## config.mk

```make
export PLATFORM = sky130hd
export DESIGN_NAME = wss_gen
export DESIGN_NICKNAME = d
export VERILOG_FILES = /design/src/rtl/wss_pkg.sv /design/src/rtl/wss_router.sv /design/src/rtl/wss_lane.sv /design/src/rtl/wss_gen.sv
export SDC_FILE = /design/constraint.sdc
export NUM_CORES = 1
export LEC_CHECK = 0
export CORE_UTILIZATION = 52
export CTS_CLUSTER_DIAMETER = 120
export DETAILED_ROUTE_END_ITERATION = 8
export HOLD_SLACK_MARGIN = 0.12
export PLACE_DENSITY = 0.88
export SLEW_MARGIN = 10
export SYNTH_ARGS = -nofsm -noshare
export SYNTH_HDL_FRONTEND = slang
export SYNTH_SLANG_ARGS = --single-unit
```

## constraint.sdc

```tcl
create_clock -name clk -period 5.7 [get_ports clk]
set_input_delay 0.855 -clock clk [delete_from_list [all_inputs] [get_ports clk]]
set_output_delay 0.855 -clock clk [all_outputs]
set_load 0.01 [all_outputs]
```

## src/rtl/wss_pkg.sv

```systemverilog
`timescale 1ns/1ps
package wss_pkg;
  localparam int CG_W = 10;
  localparam logic [CG_W-1:0] K_POS = 10'b0011111010;
  localparam logic [CG_W-1:0] K_NEG = 10'b1100000101;

  // forced form of character i of the sequence, for a negative starting disparity
  function automatic logic pat_plus(input int unsigned i);
    return (i < 2) || ((i >= 4) && (i % 2 == 0));
  endfunction

  // running disparity after sending cg
  function automatic logic rd_after(input logic rd, input logic [CG_W-1:0] cg);
    int n;
    n = $countones(cg);
    if (n == 6) return 1'b1;
    if (n == 4) return 1'b0;
    return rd;
  endfunction
endpackage

```

## src/rtl/wss_router.sv

```systemverilog
`timescale 1ns/1ps
module wss_router #(
  parameter int NLANES = 4
) (
  input  logic [1:0]        bond_mode,
  input  logic [NLANES-1:0] sync_in,
  output logic [NLANES-1:0] go
);
  for (genvar i = 0; i < NLANES; i++) begin : g_lane
    localparam int PAIR_SRC = (i / 2) * 2;
    localparam int QUAD_SRC = (i / 4) * 4;
    always_comb begin
      if (bond_mode[1])      go[i] = sync_in[QUAD_SRC];
      else if (bond_mode[0]) go[i] = sync_in[PAIR_SRC];
      else                   go[i] = sync_in[i];
    end
  end
endmodule

```

## src/rtl/wss_lane.sv

```systemverilog
`timescale 1ns/1ps
module wss_lane
  import wss_pkg::*;
#(
  parameter int SEQ_LEN = 16
) (
  input  logic            clk,
  input  logic            rst,
  input  logic            atomic,
  input  logic            go,
  input  logic [CG_W-1:0] tx_cg,
  output logic [CG_W-1:0] cg_o,
  output logic            busy_o
);
  localparam int IW = $clog2(SEQ_LEN);
  localparam logic [IW-1:0] LAST = IW'(SEQ_LEN - 1);

  logic [CG_W-1:0] cg_q, nxt_cg;
  logic [IW-1:0]   idx_q, nxt_idx;
  logic            busy_q, nxt_busy;
  logic            inv_q, nxt_inv;
  logic            rd_q;
  logic            accept;

  assign accept = go && (!busy_q || !atomic);

  always_comb begin
    nxt_cg   = tx_cg;
    nxt_idx  = idx_q;
    nxt_inv  = inv_q;
    nxt_busy = 1'b0;
    if (accept) begin
      nxt_inv  = rd_q;
      nxt_idx  = '0;
      nxt_cg   = (pat_plus(0) ^ rd_q) ? K_POS : K_NEG;
      nxt_busy = 1'b1;
    end else if (busy_q) begin
      nxt_idx  = idx_q + 1'b1;
      nxt_cg   = (pat_plus(int'(nxt_idx)) ^ inv_q) ? K_POS : K_NEG;
      nxt_busy = (nxt_idx != LAST);
    end
  end

  always_ff @(posedge clk) begin
    if (rst) begin
      cg_q   <= '0;
      idx_q  <= '0;
      busy_q <= 1'b0;
      inv_q  <= 1'b0;
      rd_q   <= 1'b0;
    end else begin
      cg_q   <= nxt_cg;
      idx_q  <= nxt_idx;
      busy_q <= nxt_busy;
      inv_q  <= nxt_inv;
      rd_q   <= rd_after(rd_q, nxt_cg);
    end
  end

  assign cg_o   = cg_q;
  assign busy_o = busy_q;

  p_busy_comma_r4: assert property (@(posedge clk) disable iff (rst)
    busy_q |-> (cg_q == K_POS || cg_q == K_NEG));

  p_first_form_r4: assert property (@(posedge clk) disable iff (rst)
    (go && !busy_q) |=> (cg_q == ($past(rd_q) ? K_NEG : K_POS)));

  p_pass_r2: assert property (@(posedge clk) disable iff (rst)
    (!busy_q && !go) |=> (cg_q == $past(tx_cg) && !busy_q));

  p_rd_pos_r3: assert property (@(posedge clk) disable iff (rst)
    ($countones(cg_q) == 6) |-> rd_q);

  p_rd_neg_r3: assert property (@(posedge clk) disable iff (rst)
    ($countones(cg_q) == 4) |-> !rd_q);

  p_atomic_hold_r6: assert property (@(posedge clk) disable iff (rst)
    (atomic && busy_q) |=> (idx_q == $past(idx_q) + 1'b1));

  p_end_busy_r5: assert property (@(posedge clk) disable iff (rst)
    (busy_q && idx_q == LAST - 1'b1 && !(go && !atomic)) |=> !busy_q);
endmodule

```

## src/rtl/wss_gen.sv

```systemverilog
`timescale 1ns/1ps
module wss_gen
  import wss_pkg::*;
#(
  parameter int NLANES  = 4,
  parameter int SEQ_LEN = 16
) (
  input  logic                   clk,
  input  logic                   rst,
  input  logic [1:0]             bond_mode,
  input  logic                   atomic,
  input  logic [NLANES*CG_W-1:0] tx_cg,
  input  logic [NLANES-1:0]      tx_sync,
  output logic [NLANES*CG_W-1:0] cg_o,
  output logic [NLANES-1:0]      busy_o
);
  logic [NLANES-1:0] go;

  wss_router #(.NLANES(NLANES)) u_router (
    .bond_mode (bond_mode),
    .sync_in   (tx_sync),
    .go        (go)
  );

  for (genvar i = 0; i < NLANES; i++) begin : g_lane
    wss_lane #(.SEQ_LEN(SEQ_LEN)) u_lane (
      .clk    (clk),
      .rst    (rst),
      .atomic (atomic),
      .go     (go[i]),
      .tx_cg  (tx_cg[i*CG_W +: CG_W]),
      .cg_o   (cg_o[i*CG_W +: CG_W]),
      .busy_o (busy_o[i])
    );
  end

  if (NLANES >= 2) begin : g_pair_chk
    // in pair mode a request on lane 1 alone never starts lane 1 from idle
    p_pair_ignore_r9: assert property (@(posedge clk) disable iff (rst)
      (bond_mode == 2'b01 && tx_sync[1] && !tx_sync[0] && !busy_o[1]) |=> !busy_o[1]);
  end
endmodule

```

# Yosys cells after proc, flatten, opt, wreduce, memory -nomap -nowiden
# Cells that the tools add are included.
[totals] reg_bits=68 in_bits=49 output_inout_bits=44 wordCells=182
[classes] n_addsub=40 n_lt_le_gt_ge=8 n_eq_ne=12 n_mux=65 bitwise=4 reduce_logical=33
[op_table] cell="adder 32 bit" n=16
[op_table] cell="equality test 32 x 4 -> 1 bit (second input constant)" n=8
[op_table] cell="two-way mux 10 bit" n=16
[op_table] cell="logical NOT 32 bit" n=4
[op_table] cell="two-way mux 1 bit" n=49
[op_table] cell="adder 1 x 1 -> 2 bit" n=20
[op_table] cell="adder 4 x 1 -> 4 bit (second input constant)" n=4
[op_table] cell="greater-or-equal comparator 4 x 3 -> 1 bit (second input constant)" n=4
[op_table] cell="< comparator 4 x 2 -> 1 bit (second input constant)" n=4
[op_table] cell="!= test 4 bit (second input constant)" n=4
[op_table] cell="logical AND 1 bit" n=8
[op_table] cell="logical OR 1 bit" n=8
[op_table] cell="nonzero test 2 bit" n=4
[op_table] cell="OR reduction 2 bit" n=4
[op_table] cell="logical NOT 1 bit" n=5
[op_table] cell="XOR 1 bit" n=4

# Logic depth before layout (Yosys ltp)
# Gate-level depths: netlist of the first run.
[depth] depth_word=19 mapped_depth=21 mapped_depth_nobuf=19

# By module
# From an unflattened synthesis of the first run, not the netlist that was laid out.
[hier_totals] hier_cells=556 hier_area_um2=4469.3
[modules_own_cells] mod="wss_lane" n_inst=4 cells_each=137 area_per_inst_um2=1104.8 seq_area_each_um2=340.3
[modules_own_cells] mod="wss_router" n_inst=1 cells_each=8 area_per_inst_um2=50.0 seq_area_each_um2=0.0

# Worst setup path before layout of the first run
# OpenSTA, ideal clock, no wires.
[synth_path] path_type="input to register" startpoint="input port bond_mode[0]" endpoint="register g_lane[3].u_lane.rd_q" setup_time_ns=0.128 t_arrival_ns=4.931 required_time_ns=5.572 slack_ns=0.642 cell_stages=18 path_buffers=1 path_cell_list="mux2_2 -> a221oi_2 -> o311ai_0 -> nand2_1 -> buf_2 -> nor3_1 -> ha_1 -> inv_1 -> fa_1 -> fa_1 -> inv_1 -> fa_1 -> fa_1 -> nor2_1 -> a31oi_1 -> nor3_1 -> mux2i_1 -> nor2_1"
[synth_via] elab_chain_len=13 word_cells_on_any_way=24 cone_classes="add/sub (9); eq/ne (2); mux (11); reduce/logical (2)"
[synth_rtl] element="start, declared" line_no="wss_gen.sv:10" text="input logic [1:0] bond_mode,"
[synth_rtl] element="two-way mux 1 bit (*)" line_no="wss_router.sv:14" text="else if (bond_mode[0]) go[i] = sync_in[PAIR_SRC];"
[synth_rtl] element="two-way mux 1 bit (*)" line_no="wss_router.sv:13" text="if (bond_mode[1]) go[i] = sync_in[QUAD_SRC];"
[synth_rtl] element="logical AND 1 bit (*)" line_no="wss_lane.sv:25" text="assign accept = go && (!busy_q || !atomic);"
[synth_rtl] element="two-way mux 10 bit (*)" line_no="wss_lane.sv:32" text="if (accept) begin"
[synth_rtl] element="via g_lane[3].u_lane.nxt_cg[1]" line_no="wss_lane.sv:18" text="logic [CG_W-1:0] cg_q, nxt_cg;"
[synth_rtl] element="adder 1 x 1 -> 2 bit (implied by the code) (*)" line_no="wss_pkg.sv:15" text="n = $countones(cg);"
[synth_rtl] element="adder 32 bit (implied by the code) (*) (3 in series)" line_no="wss_pkg.sv:15"
[synth_rtl] element="equality test 32 x 4 -> 1 bit" line_no="wss_pkg.sv:17" text="if (n == 4) return 1'b0;"
[synth_rtl] element="two-way mux 1 bit (2 in series)" line_no="wss_pkg.sv:17"
[synth_rtl] element="two-way mux 1 bit" line_no="wss_lane.sv:45" text="if (rst) begin"
[synth_rtl] element="nonzero test 2 bit (no source line)"
[synth_rtl] element="end signal, assigned" line_no="wss_lane.sv:56" text="rd_q <= rd_after(rd_q, nxt_cg);"
[synth_rtl] element="end, declared" line_no="wss_lane.sv:22" text="logic rd_q;"
# The timed path passes the listed nets; every way through them passes the cells marked *. The select of a mux whose other input is x is not followed.
# A chain may end at the register's enable or synchronous reset.

# Final worst setup path of the first run
# Same ends and word-level chain as after synthesis.

==> flow_summary.rst, run 1 <==
.. list-table::
   :header-rows: 1

   * - Metric
     - Value
   * - Element type at the critical path end
     - flip-flop
   * - CP Max Fanout
     - 7
   * - Remaining Overflow, GRT
     - 0
   * - Setup repair after global routing missed its margin
     - false
   * - Final setup skew
     - 5.20 ps
   * - Starting density of the core
     - 0.545
   * - Post-route setup slack
     - 272 ps
   * - DRT iter0 DRCs
     - 148
   * - Pleak
     - 2.35 nW
   * - Number of antenna violations at the first check in global routing
     - 0
   * - Seq/Total Area, Yosys
     - 0.301
   * - Startpoint kind of the worst setup timing path
     - input port
   * - First-pass GRT wire length
     - 17900 um
   * - Share of cells above drive strength 1
     - 0.0679
   * - FFs w/ async S/R, synth
     - 0
   * - Cell count after synthesis
     - 524
   * - Number of sinks on the clock net
     - 68
   * - Average wire per standard cell
     - 14.8 um
   * - Placed cells
     - 709
   * - Global placer's final weighted congestion
     - 0.861
   * - Fin util
     - 0.689
   * - Later-pin clock latency in the skew report
     - 340 ps
   * - Count of max-cap constraint violations
     - 0
   * - Final hold violation count
     - 0
   * - Internal reg-to-reg setup slack
     - 340 ps
   * - HPWL reported at the end of detailed placement
     - 8190 um
   * - Maximum number of pins on one net before global-route repair
     - 54
   * - Setup Buffers After CTS
     - 0
   * - Worst min-delay path category
     - reg -> reg
   * - Number of flops mapped to enable cells by yosys
     - 0
   * - Synthesized netlist net count
     - 633
   * - Vias per std cell
     - 5.76
   * - GRT met3 Usage
     - 0.0622
   * - Placement row count
     - 33
   * - Worst-case headroom to the max-slew limit
     - 0.341
   * - Clock tree from TritonCTS
     - yes
   * - Post-route setup TNS
     - 0 ps
   * - Final-layout fill cell count
     - 624
   * - Post-CTS clock slew at the launch and capture registers of the worst setup and hold paths
     - 70 ps
   * - Met1 track demand over resource
     - 0.295
   * - Cell area after synthesis
     - 4520 um^2
   * - Minimum hold slack
     - 476 ps
   * - Die height
     - 95.3 um
   * - Vias in the first global route
     - 4020
   * - Required time of the worst setup path
     - 5890 ps
   * - Signal arrival time at the worst endpoint
     - 5620 ps
   * - Bufs on Longest Clock Path
     - 2
   * - Total Routing Usage GR
     - 0.250
   * - Drt first pass iters
     - 5
   * - Run status
     - completed
   * - Post-placement worst setup slack
     - -75.4 ps
   * - Commonest register cell after synthesis
     - sky130_fd_sc_hd__dfxtp_1
   * - Residual DRC
     - 0
   * - Quantity of I/O buffers inserted on ports
     - 92
   * - Detail Route Antenna Nets
     - 0
   * - Die area
     - 9080 um^2
   * - Area of the core
     - 8300 um^2
   * - Count of placed standard cells in the final layout, fillers left out
     - 724
   * - Start-to-end type of the worst setup path
     - in -> reg
   * - Post-synth cell types
     - 52
   * - GR met2 Demand/Resource
     - 0.439
   * - Area Overhead vs Synth
     - 26.3%
   * - Number of ports placed on the die boundary
     - 93
   * - Worst Max-Slew Pin Slew
     - 988 ps
   * - Maximum VDD drop
     - 219 uV
   * - DRT Wirelength
     - 10700 um
   * - Hold-fix buffers at CTS
     - 0
   * - Number of gates resized after CTS
     - 0
   * - Number of diodes
     - 0
   * - Cell chosen for the clock root
     - sky130_fd_sc_hd__clkbuf_8
   * - Final setup violating endpoints
     - 0
   * - Number of buffers added by the clock tree synthesis step
     - 9
   * - Avg Inst Size Synth
     - 8.63 um^2
   * - CTS H-Tree Depth
     - 3
   * - Most crowded layer after global routing
     - met2
   * - Final-stage net count
     - 724
   * - Power per cell area
     - 363 nW/um^2
   * - Synth Warn #
     - 0
   * - Final critical delay including setup and external delays
     - 5430 ps
   * - Post-synthesis sequential element count
     - 68
   * - Highest clock rate
     - 0.184 GHz
   * - DR vias
     - 4170
   * - Die span in x
     - 95.3 um
   * - Post-route fraction of the period consumed by the critical path
     - 0.952
   * - Final Slew Violations
     - 0
==> worst paths after layout <==
kind | start | cells after the start | endpoint
worst min register to register | g_lane[1].u_lane.inv_q$_SDFFE_PP0P_ | 2 | g_lane[1].u_lane.inv_q$_SDFFE_PP0P_
worst min-delay path | g_lane[1].u_lane.inv_q$_SDFFE_PP0P_ | 2 | g_lane[1].u_lane.inv_q$_SDFFE_PP0P_
worst max-delay path | bond_mode[0] | 18 | g_lane[3].u_lane.rd_q$_SDFFE_PP0P_
worst max register to register | g_lane[0].u_lane.idx_q[0]$_SDFFE_PP0P_ | 18 | g_lane[0].u_lane.rd_q$_SDFFE_PP0P_
==> area by class of cell <==
type,count,area [um^2],share of cell area
Multi-Input combinational cell,392,2910,0.510
Sequential cell,68,1360,0.238
Timing Repair Buffer,105,1010,0.177
Inverter,39,146,0.0256
Clock buffer,12,135,0.0236
Tap cell,105,131,0.0230
Clock inverter,3,15.0,0.00263
==> cells in the mapped netlist (3+ instances only) <==
cell                       instances  share of area
sky130_fd_sc_hd__a211o_1           3         0.0058
sky130_fd_sc_hd__a211oi_1         10          0.017
sky130_fd_sc_hd__a21boi_0          5         0.0083
sky130_fd_sc_hd__a21oi_1          37          0.041
sky130_fd_sc_hd__and2_1            3         0.0041
sky130_fd_sc_hd__buf_2             5         0.0055
sky130_fd_sc_hd__buf_4             4         0.0066
sky130_fd_sc_hd__clkbuf_1         14          0.012
sky130_fd_sc_hd__dfxtp_1          68           0.30
sky130_fd_sc_hd__fa_1             24           0.11
sky130_fd_sc_hd__ha_1             36           0.10
sky130_fd_sc_hd__inv_1            39          0.032
sky130_fd_sc_hd__mux2i_1          11          0.024
sky130_fd_sc_hd__nand2_1          31          0.026
sky130_fd_sc_hd__nand2b_1         19          0.026
sky130_fd_sc_hd__nand3_1           5         0.0055
sky130_fd_sc_hd__nand3b_1          5         0.0083
sky130_fd_sc_hd__nand4_1           5         0.0069
sky130_fd_sc_hd__nor2_1           51          0.042
sky130_fd_sc_hd__nor2b_1           4         0.0055
sky130_fd_sc_hd__nor3_1           24          0.027
sky130_fd_sc_hd__nor4_1           12          0.017
sky130_fd_sc_hd__nor4_2            4          0.011
sky130_fd_sc_hd__o211ai_1          4         0.0066
sky130_fd_sc_hd__o21ai_0          35          0.039
sky130_fd_sc_hd__o221ai_1          3         0.0058
sky130_fd_sc_hd__o22ai_1           7         0.0097
sky130_fd_sc_hd__or3_1             9          0.012
sky130_fd_sc_hd__xnor2_1           5         0.0097
sky130_fd_sc_hd__xor2_1           12          0.023
==> routing by layer <==
metal,vias to the layer above,wire length [um]
met3,24,583
li1,2016,-
met2,138,5490
met1,1992,4410
met5,-,0
met4,0,247
==> power breakdown <==
group	switching (mW)	internal, mW
registers	0.0317	0.527
logic	0.616	0.576
clock network	0.173	0.154
total	0.820	1.26
==> cell families after synthesis <==
| family | share of synthesized area |
|---|---|
| DFF | 0.301 |
| AOI/OAI and AO/OA | 0.161 |
| and+or+nand+nor | 0.210 |
| adders and majority gates | 0.206 |
| muxes | 0.0293 |
| buffers and inverters | 0.0595 |
| xor gates and xnor gates | 0.0329 |
==> critical path, cell delays in order <==
cell and delay [ps]:
sky130_fd_sc_hd__clkdlybuf4s50_1 500, sky130_fd_sc_hd__mux2_2 360, sky130_fd_sc_hd__a221oi_2 420, sky130_fd_sc_hd__o311ai_0 260, sky130_fd_sc_hd__nand2_1 250, sky130_fd_sc_hd__nor3_1 90, sky130_fd_sc_hd__ha_1 280, sky130_fd_sc_hd__inv_1 60
sky130_fd_sc_hd__fa_1 510, sky130_fd_sc_hd__fa_1 520, sky130_fd_sc_hd__inv_1 50, sky130_fd_sc_hd__fa_1 430, sky130_fd_sc_hd__fa_1 400, sky130_fd_sc_hd__nor2_1 100, sky130_fd_sc_hd__a31oi_1 90, sky130_fd_sc_hd__nor3_1 190
sky130_fd_sc_hd__mux2i_1 210, sky130_fd_sc_hd__nor2_1 50
==> stage by stage <==
step,power (mW),cell area [um^2]
after floorplan,1.42,4520
after global placement,1.66,5550
after detailed placement,1.76,5550
after CTS,2.09,5700
after global routing,2.29,5720
final,2.08,5720
==> flip-flops by register name (all words and copies together) (netlist names) <==
signal / cells
g_lane.u_lane.busy_o: 4
g_lane.u_lane.inv_q: 4
g_lane.u_lane.idx_q: 16
g_lane.u_lane.rd_q: 4
g_lane.u_lane.cg_o: 40
==> placed cells by master (no fill, tap or decap), types with 4 or more instances in the layout <==
cell,count
sky130_fd_sc_hd__inv_1,39
sky130_fd_sc_hd__a21oi_1,37
sky130_fd_sc_hd__o211ai_1,4
sky130_fd_sc_hd__nor2b_1,4
sky130_fd_sc_hd__o21ai_0,35
sky130_fd_sc_hd__nand4_1,5
sky130_fd_sc_hd__nand3b_1,5
sky130_fd_sc_hd__nand2_1,31
sky130_fd_sc_hd__nor2_1,51
sky130_fd_sc_hd__nor4_1,12
sky130_fd_sc_hd__nor3_1,24
sky130_fd_sc_hd__buf_4,13
sky130_fd_sc_hd__or3_1,9
sky130_fd_sc_hd__fa_1,24
sky130_fd_sc_hd__nor4_2,4
sky130_fd_sc_hd__nand3_1,5
sky130_fd_sc_hd__xnor2_1,4
sky130_fd_sc_hd__clkdlybuf4s50_1,91
sky130_fd_sc_hd__xor2_1,11
sky130_fd_sc_hd__mux2i_1,10
sky130_fd_sc_hd__dfxtp_1,68
sky130_fd_sc_hd__ha_1,36
sky130_fd_sc_hd__nand2b_1,19
sky130_fd_sc_hd__a211oi_1,10
sky130_fd_sc_hd__o22ai_1,7
sky130_fd_sc_hd__a21boi_0,4
sky130_fd_sc_hd__clkbuf_8,9
(Power assumes the default switching activity.)
==> run 2, diff against run 1 <==
CORE_UTILIZATION = 48   (was 52)
CTS_CLUSTER_DIAMETER = 30   (was 120)
PLACE_DENSITY = 0.83   (was 0.88)
==> run 2 against run 1 <==
  * The flow now finishes with violations (DRC)
  * Design area grew 2.3%
  * Cell count up 1.4%
  * Clock skew grew 3.6 ps
  * Critical path depth unchanged
  * Routed wire length fell by 0.21%
  * Non-clock buffer count up 3
  * Critical endpoint unchanged
==> flow_summary.rst, run 2 (synthesized netlist as in run 1, its figures left out) <==
.. list-table::
   :header-rows: 1

   * - Metric
     - Value
   * - Final hold violation count
     - 0 (unchanged)
   * - Final-stage net count
     - 727 (+0.41%)
   * - Violations in the final reports
     - DRC
   * - Worst Max-Slew Pin Slew
     - 968 ps (-20.7 ps)
   * - Final setup violating endpoints
     - 0 (unchanged)
   * - Die span in x
     - 99.1 um (+4.0%)
   * - Die area
     - 9820 um^2 (+8.2%)
   * - Internal reg-to-reg setup slack
     - 380 ps (+40 ps)
   * - Drt first pass iters
     - 7 (+2)
   * - Vias per std cell
     - 5.67 (-1.5%)
   * - Remaining Overflow, GRT
     - 0 (unchanged)
   * - Placed cells
     - 718 (+1.3%)
   * - Number of sinks on the clock net
     - 68 (unchanged)
   * - RR Startpoint
     - g_lane[1].u_lane.idx_q[0]$_SDFFE_PP0P_
   * - Total area of multi-input combinational cells
     - 2940 um^2 (+0.82%)
   * - Run status
     - finished, violations left
   * - Element type at the critical path end
     - flip-flop
   * - Worst r2r dst
     - g_lane[1].u_lane.rd_q$_SDFFE_PP0P_
   * - CP Max Fanout
     - 7 (unchanged)
   * - Count of max-cap constraint violations
     - 0 (unchanged)
   * - Signal arrival time at the worst endpoint
     - 5650 ps (+30 ps)
   * - Setup repair after global routing missed its margin
     - false
   * - Required time of the worst setup path
     - 5900 ps (about the same)
   * - Number of buffers added by the clock tree synthesis step
     - 9 (unchanged)
   * - Share of cells above drive strength 1
     - 0.0787 (+0.0108)
   * - Post-route fraction of the period consumed by the critical path
     - 0.955 (+0.00293)
   * - Global placer's final weighted congestion
     - 0.824 (-4.3%)
   * - Final critical delay including setup and external delays
     - 5440 ps (+16.7 ps)
   * - Die height
     - 99.1 um (+4.0%)
   * - Hold-fix buffers at CTS
     - 0 (unchanged)
   * - Number of gates resized after CTS
     - 0 (unchanged)
   * - Cell chosen for the clock root
     - sky130_fd_sc_hd__clkbuf_8
   * - Start-to-end type of the worst setup path
     - in -> reg
   * - Fin util
     - 0.636 (-0.0529)
   * - HPWL reported at the end of detailed placement
     - 8080 um (-1.3%)
   * - Area of the core
     - 9200 um^2 (+11%)
   * - Worst-case headroom to the max-slew limit
     - 0.355 (+0.0138)
   * - Final-layout fill cell count
     - 730 (+17%)
   * - Average wire per standard cell
     - 14.6 um (-1.6%)
   * - Worst min-delay path category
     - reg -> reg
   * - Logic depth of the worst register-to-register path
     - 19 (+1)
   * - Quantity of I/O buffers inserted on ports
     - 92 (unchanged)
   * - Placement row count
     - 35 (+6.1%)
   * - DR vias
     - 4165 (-0.12%)
   * - Minimum hold slack
     - 475 ps (-1.51 ps)
   * - Most frequent cells in the layout
     - sky130_fd_sc_hd__clkdlybuf4s50_1, sky130_fd_sc_hd__dfxtp_1, sky130_fd_sc_hd__nor2_1
   * - Maximum number of pins on one net before global-route repair
     - 54 (unchanged)
   * - Number of antenna violations at the first check in global routing
     - 0 (unchanged)
   * - Total Routing Usage GR
     - 0.228 (-0.0227)
   * - Post-route cell area
     - 5850 um^2 (+2.3%)
   * - Post-route setup TNS
     - 0 ps (unchanged)
   * - Count of placed standard cells in the final layout, fillers left out
     - 734 (+1.4%)
   * - Power per cell area
     - 377 nW/um^2 (+3.7%)
   * - Detail Route Antenna Nets
     - 0 (unchanged)
   * - Most frequent standard cell in the layout excluding fill and tap cells
     - sky130_fd_sc_hd__clkdlybuf4s50_1
   * - Instance area at placement
     - 5580 um^2 (+0.54%)
   * - Area Overhead vs Synth
     - 29.2%
   * - Residual DRC
     - 1 (+1)
   * - Number of ports placed on the die boundary
     - 93 (unchanged)
   * - Vias in the first global route
     - 4133 (+2.8%)
   * - DRT iter0 DRCs
     - 163 (+10%)
   * - Total area of sequential cells
     - 1360 um^2 (unchanged)
   * - Setup Buffers After CTS
     - 0 (unchanged)
   * - Startpoint kind of the worst setup timing path
     - input port
   * - Starting density of the core
     - 0.492 (-0.0532)
   * - Later-pin clock latency in the skew report
     - 350 ps (about the same)
   * - Post-CTS clock slew at the launch and capture registers of the worst setup and hold paths
     - 70 ps (about the same)
   * - Number of diodes
     - 0 (unchanged)
   * - Final setup skew
     - 8.83 ps (+3.63 ps)
   * - Maximum VDD drop
     - 180 uV (-18%)
   * - DRT Wirelength
     - 10700 um (-0.21%)
   * - Pleak
     - 2.41 nW (+2.8%)
   * - Launching element of the worst setup path
     - bond_mode[0]
   * - First-pass GRT wire length
     - 18000 um (+0.70%)
   * - Flip-flop count of the largest register, all copies and words added
     - 40 (unchanged)
   * - Critical path destination
     - g_lane[3].u_lane.rd_q$_SDFFE_PP0P_
   * - CTS H-Tree Depth
     - 3 (unchanged)
   * - Bufs on Longest Clock Path
     - 2 (unchanged)
   * - Clock tree from TritonCTS
     - yes
   * - Final Slew Violations
     - 0 (unchanged)
   * - Highest clock rate
     - 0.184 GHz (-0.31%)
[run 2: power breakdown]
group	switching [mW]	internal [mW]
clock	0.192	0.258
sequential	0.0324	0.526
combinational	0.616	0.579
[run 2: routing by layer]
| metal | up-vias | track usage | wire (um) |
|---|---|---|---|
| li1 | 2024 | - | - |
| met1 | 1975 | 0.266 | 4490 |
| met2 | 133 | 0.398 | 5370 |
| met3 | 33 | 0.0482 | 492 |
| met4 | 0 | 0.109 | 358 |
| met5 | - | 0 | 0 |
[run 2: layout make-up]
class	count	share of cell area
Multi-Input combinational cell	392	0.502
Sequential cell	68	0.233
Timing Repair Buffer	108	0.178
Inverter	39	0.0250
Tap cell	111	0.0238
Clock buffer	10	0.0235
Clock inverter	6	0.0150
[run 2: through the flow]
stage / worst slack (ps) / total power, mW
6_report: 256 / 2.20
2_1_floorplan: 642 / 1.42
4_1_cts: 163 / 2.22
5_1_grt: 10.0 / 2.41
3_5_place_dp: -77.1 / 1.76
3_3_place_gp: 118 / 1.66
[run 2: worst min path at each step]
stage,startpoint,to,slack (ps),cells after the start
after floorplan,g_lane[2].u_lane.rd_q$_SDFFE_PP0P_,g_lane[2].u_lane.inv_q$_SDFFE_PP0P_,440,2
after global placement,g_lane[3].u_lane.inv_q$_SDFFE_PP0P_,g_lane[3].u_lane.inv_q$_SDFFE_PP0P_,450,2
after detailed placement,g_lane[1].u_lane.inv_q$_SDFFE_PP0P_,g_lane[1].u_lane.inv_q$_SDFFE_PP0P_,460,2
after CTS,g_lane[1].u_lane.inv_q$_SDFFE_PP0P_,g_lane[1].u_lane.inv_q$_SDFFE_PP0P_,470,2
after global routing,g_lane[3].u_lane.inv_q$_SDFFE_PP0P_,g_lane[3].u_lane.inv_q$_SDFFE_PP0P_,500,2
final,g_lane[1].u_lane.inv_q$_SDFFE_PP0P_,g_lane[1].u_lane.inv_q$_SDFFE_PP0P_,470,2
[run 2: worst max-delay path: stages]
cell	delay, ps
sky130_fd_sc_hd__clkdlybuf4s50_1	510
sky130_fd_sc_hd__mux2_2	360
sky130_fd_sc_hd__a221oi_2	410
sky130_fd_sc_hd__o311ai_0	280
sky130_fd_sc_hd__nand2_1	270
sky130_fd_sc_hd__nor3_1	100
sky130_fd_sc_hd__ha_1	300
sky130_fd_sc_hd__inv_1	50
sky130_fd_sc_hd__fa_1	470
sky130_fd_sc_hd__fa_1	510
sky130_fd_sc_hd__inv_1	50
sky130_fd_sc_hd__fa_1	430
sky130_fd_sc_hd__fa_1	400
sky130_fd_sc_hd__nor2_1	100
sky130_fd_sc_hd__a31oi_1	80
sky130_fd_sc_hd__nor3_1	190
sky130_fd_sc_hd__mux2i_1	220
sky130_fd_sc_hd__nor2_1	50
==> run 3, diff against run 2 <==
CORE_MARGIN = 5   (was unset)
CTS_BUF_LIST = sky130_fd_sc_hd__clkbuf_16   (was unset)
==> run 3 against run 2 <==
  * The run now ends clean
  * Cell count grew 0.14%
  * Count of clock-buffer cells in the layout shrank 1
  * Critical path type unchanged
  * Critical endpoint is now g_lane[1].u_lane.rd_q$_SDFFE_PP0P_
  * Largest power group unchanged
  * Largest cell class unchanged
  * Utilization grew 1.6 points
==> flow_summary.rst, run 3 (synthesized netlist as in run 1, its figures left out) <==
.. list-table::
   :header-rows: 1

   * - Metric
     - Value
   * - Run status
     - completed
   * - Worst Max-Slew Pin Slew
     - 1030 ps (+64.7 ps)
   * - Required time of the worst setup path
     - 5880 ps (-20 ps)
   * - Highest clock rate
     - 0.185 GHz (+0.53%)
   * - Vias per std cell
     - 5.74 (+1.2%)
   * - Worst min-delay path category
     - reg -> reg
   * - Sequential fraction of design power
     - 0.231 (-0.023)
   * - Number of diodes
     - 0 (unchanged)
   * - Count of max-cap constraint violations
     - 0 (unchanged)
   * - Detail Route Antenna Nets
     - 0 (unchanged)
   * - Startpoint kind of the worst setup timing path
     - input port
   * - Area Overhead vs Synth
     - 32.5%
   * - Starting density of the core
     - 0.492 (unchanged)
   * - Most frequent standard cell in the layout excluding fill and tap cells
     - sky130_fd_sc_hd__clkdlybuf4s50_1
   * - Signal arrival time at the worst endpoint
     - 5590 ps (-60 ps)
   * - Fraction of power spent switching nets
     - 0.365 (-0.0166)
   * - Flip-flop count of the largest register, all copies and words added
     - 40 (unchanged)
   * - Worst-case headroom to the max-slew limit
     - 0.312 (-0.0431)
   * - HPWL reported at the end of detailed placement
     - 8630 um (+6.8%)
   * - Count of placed standard cells in the final layout, fillers left out
     - 735 (+0.14%)
   * - Number of buffers added by the clock tree synthesis step
     - 9 (unchanged)
   * - Remaining Overflow, GRT
     - 0 (unchanged)
   * - Placed cells
     - 719 (+0.14%)
   * - Maximum number of pins on one net before global-route repair
     - 54 (unchanged)
   * - Power per cell area
     - 404 nW/um^2 (+7.1%)
   * - Global placer's final weighted congestion
     - 0.868 (+5.4%)
   * - Number of antenna violations at the first check in global routing
     - 0 (unchanged)
   * - Number of sinks on the clock net
     - 68 (unchanged)
   * - Total area of sequential cells
     - 1360 um^2 (about the same)
   * - Setup Buffers After CTS
     - 0 (unchanged)
   * - Later-pin clock latency in the skew report
     - 330 ps (-20 ps)
   * - Instance area at placement
     - 5580 um^2 (+0.13%)
   * - Post-route setup slack
     - 285 ps (+28.9 ps)
   * - Die span in x
     - 107 um (+8.1%)
   * - Share of cells above drive strength 1
     - 0.0897 (+0.0111)
   * - Die height
     - 107 um (+8.1%)
   * - Final hold violation count
     - 0 (unchanged)
   * - First-pass GRT wire length
     - 19200 um (+6.5%)
   * - Minimum hold slack
     - 494 ps (+19.3 ps)
   * - Final Total Pwr
     - 2.42 mW (+9.9%)
   * - Post-placement worst setup slack
     - -119 ps (-41.9 ps)
   * - DRT iter0 DRCs
     - 299 (+83%)
   * - Clock tree from TritonCTS
     - yes
   * - Bufs on Longest Clock Path
     - 2 (unchanged)
   * - Final setup violating endpoints
     - 0 (unchanged)
   * - Average wire per standard cell
     - 15.9 um (+9.3%)
   * - Total Routing Usage GR
     - 0.204 (-0.0239)
   * - DRT Wirelength
     - 11700 um (+9.5%)
   * - Internal Dissipation
     - 1.54 mW (+13%)
   * - CP Max Fanout
     - 8 (+1)
   * - Hold-fix buffers at CTS
     - 0 (unchanged)
   * - Most frequent cells in the layout
     - sky130_fd_sc_hd__clkdlybuf4s50_1, sky130_fd_sc_hd__dfxtp_1, sky130_fd_sc_hd__nor2_1
   * - Power share of the clock group
     - 0.267 (+0.063)
   * - Placement row count
     - 35 (unchanged)
   * - Area of the core
     - 9200 um^2 (unchanged)
   * - Final-layout fill cell count
     - 717 (-1.8%)
   * - Vias in the first global route
     - 4275 (+3.4%)
   * - Final setup skew
     - 6.51 ps (-2.32 ps)
   * - Post-route fraction of the period consumed by the critical path
     - 0.950 (-0.00508)
   * - Post-route setup TNS
     - 0 ps (unchanged)
   * - Maximum VDD drop
     - 215 uV (+19%)
   * - Logic pwr share
     - 0.502 (-0.040)
   * - Element type at the critical path end
     - flip-flop
   * - Post-route cell area
     - 6000 um^2 (+2.6%)
   * - Drt first pass iters
     - 5 (-2)
   * - Final critical delay including setup and external delays
     - 5420 ps (-28.9 ps)
   * - Setup repair after global routing missed its margin
     - false
   * - Number of ports placed on the die boundary
     - 93 (unchanged)
   * - Residual DRC
     - 0 (-1)
   * - Switching power total
     - 0.883 mW (+5.1%)
   * - Final-stage net count
     - 728 (+0.14%)
   * - Cell chosen for the clock root
     - sky130_fd_sc_hd__clkbuf_16
   * - Final Slew Violations
     - 0 (unchanged)
   * - Number of gates resized after CTS
     - 0 (unchanged)
   * - CTS H-Tree Depth
     - 3 (unchanged)
   * - Quantity of I/O buffers inserted on ports
     - 92 (unchanged)
   * - Fin util
     - 0.652 (+0.0163)
   * - Start-to-end type of the worst setup path
     - in -> reg
   * - DR vias
     - 4219 (+1.3%)
   * - Total area of multi-input combinational cells
     - 2960 um^2 (+0.64%)
   * - Post-CTS clock slew at the launch and capture registers of the worst setup and hold paths
     - 60 ps (about the same)
   * - Die area
     - 11500 um^2 (+17%)
   * - Pleak
     - 2.46 nW (+2.0%)
==> run 3: cell count changes in the layout (fill, tap and decap cells not counted), moves of 2 or more <==
cell                        change
sky130_fd_sc_hd__o21ai_1        +4
sky130_fd_sc_hd__clkinv_2       -2
sky130_fd_sc_hd__clkbuf_16      +9
sky130_fd_sc_hd__o21ai_0        -4
sky130_fd_sc_hd__clkbuf_8      -10
sky130_fd_sc_hd__clkinv_4       +2
==> run 3: area by class of cell <==
| type | instances | area share |
|---|---|---|
| Multi-Input combinational cell | 392 | 0.493 |
| Sequential cell | 68 | 0.227 |
| Timing Repair Buffer | 109 | 0.174 |
| Clock buffer | 9 | 0.0376 |
| Inverter | 39 | 0.0244 |
| Tap cell | 111 | 0.0232 |
| Clock inverter | 7 | 0.0209 |
==> run 3: per-layer routing <==
metal	GRT usage	share of wire
met2	0.361	0.52
met3	0.0464	0.048
met4	0.0749	0.031
met5	0	0
met1	0.239	0.40
==> run 3: power groups by stage <==
stage | logic (mW) | registers (mW) | clock network (mW)
2_1_floorplan | 0.845 | 0.577 | 0
3_3_place_gp | 1.10 | 0.567 | 0
3_5_place_dp | 1.20 | 0.568 | 0
4_1_cts | 1.20 | 0.559 | 0.656
5_1_grt | 1.39 | 0.567 | 0.679
6_report | 1.22 | 0.560 | 0.647
==> run 3: final timing paths <==
check / start / to / slack (ps) / cells after the start
setup / recovery: bond_mode[1] / g_lane[1].u_lane.rd_q$_SDFFE_PP0P_ / 280 / 18
hold / removal: g_lane[1].u_lane.inv_q$_SDFFE_PP0P_ / g_lane[1].u_lane.inv_q$_SDFFE_PP0P_ / 490 / 2
setup reg to reg: g_lane[1].u_lane.idx_q[0]$_SDFFE_PP0P_ / g_lane[1].u_lane.rd_q$_SDFFE_PP0P_ / 310 / 19
hold reg to reg: g_lane[1].u_lane.inv_q$_SDFFE_PP0P_ / g_lane[1].u_lane.inv_q$_SDFFE_PP0P_ / 490 / 2
==> run 3: worst max-delay path, cell delays in order <==
cell,delay (ps)
sky130_fd_sc_hd__clkdlybuf4s50_1,490
sky130_fd_sc_hd__or3_1,350
sky130_fd_sc_hd__nand3_1,260
sky130_fd_sc_hd__nand4_1,230
sky130_fd_sc_hd__o211ai_1,270
sky130_fd_sc_hd__nor2_1,80
sky130_fd_sc_hd__ha_1,290
sky130_fd_sc_hd__inv_1,50
sky130_fd_sc_hd__fa_1,490
sky130_fd_sc_hd__fa_1,510
sky130_fd_sc_hd__inv_1,50
sky130_fd_sc_hd__fa_1,430
sky130_fd_sc_hd__fa_1,400
sky130_fd_sc_hd__a211oi_1,180
sky130_fd_sc_hd__mux2i_1,120
sky130_fd_sc_hd__nor3_1,200
sky130_fd_sc_hd__mux2i_1,260
sky130_fd_sc_hd__nor2_1,60
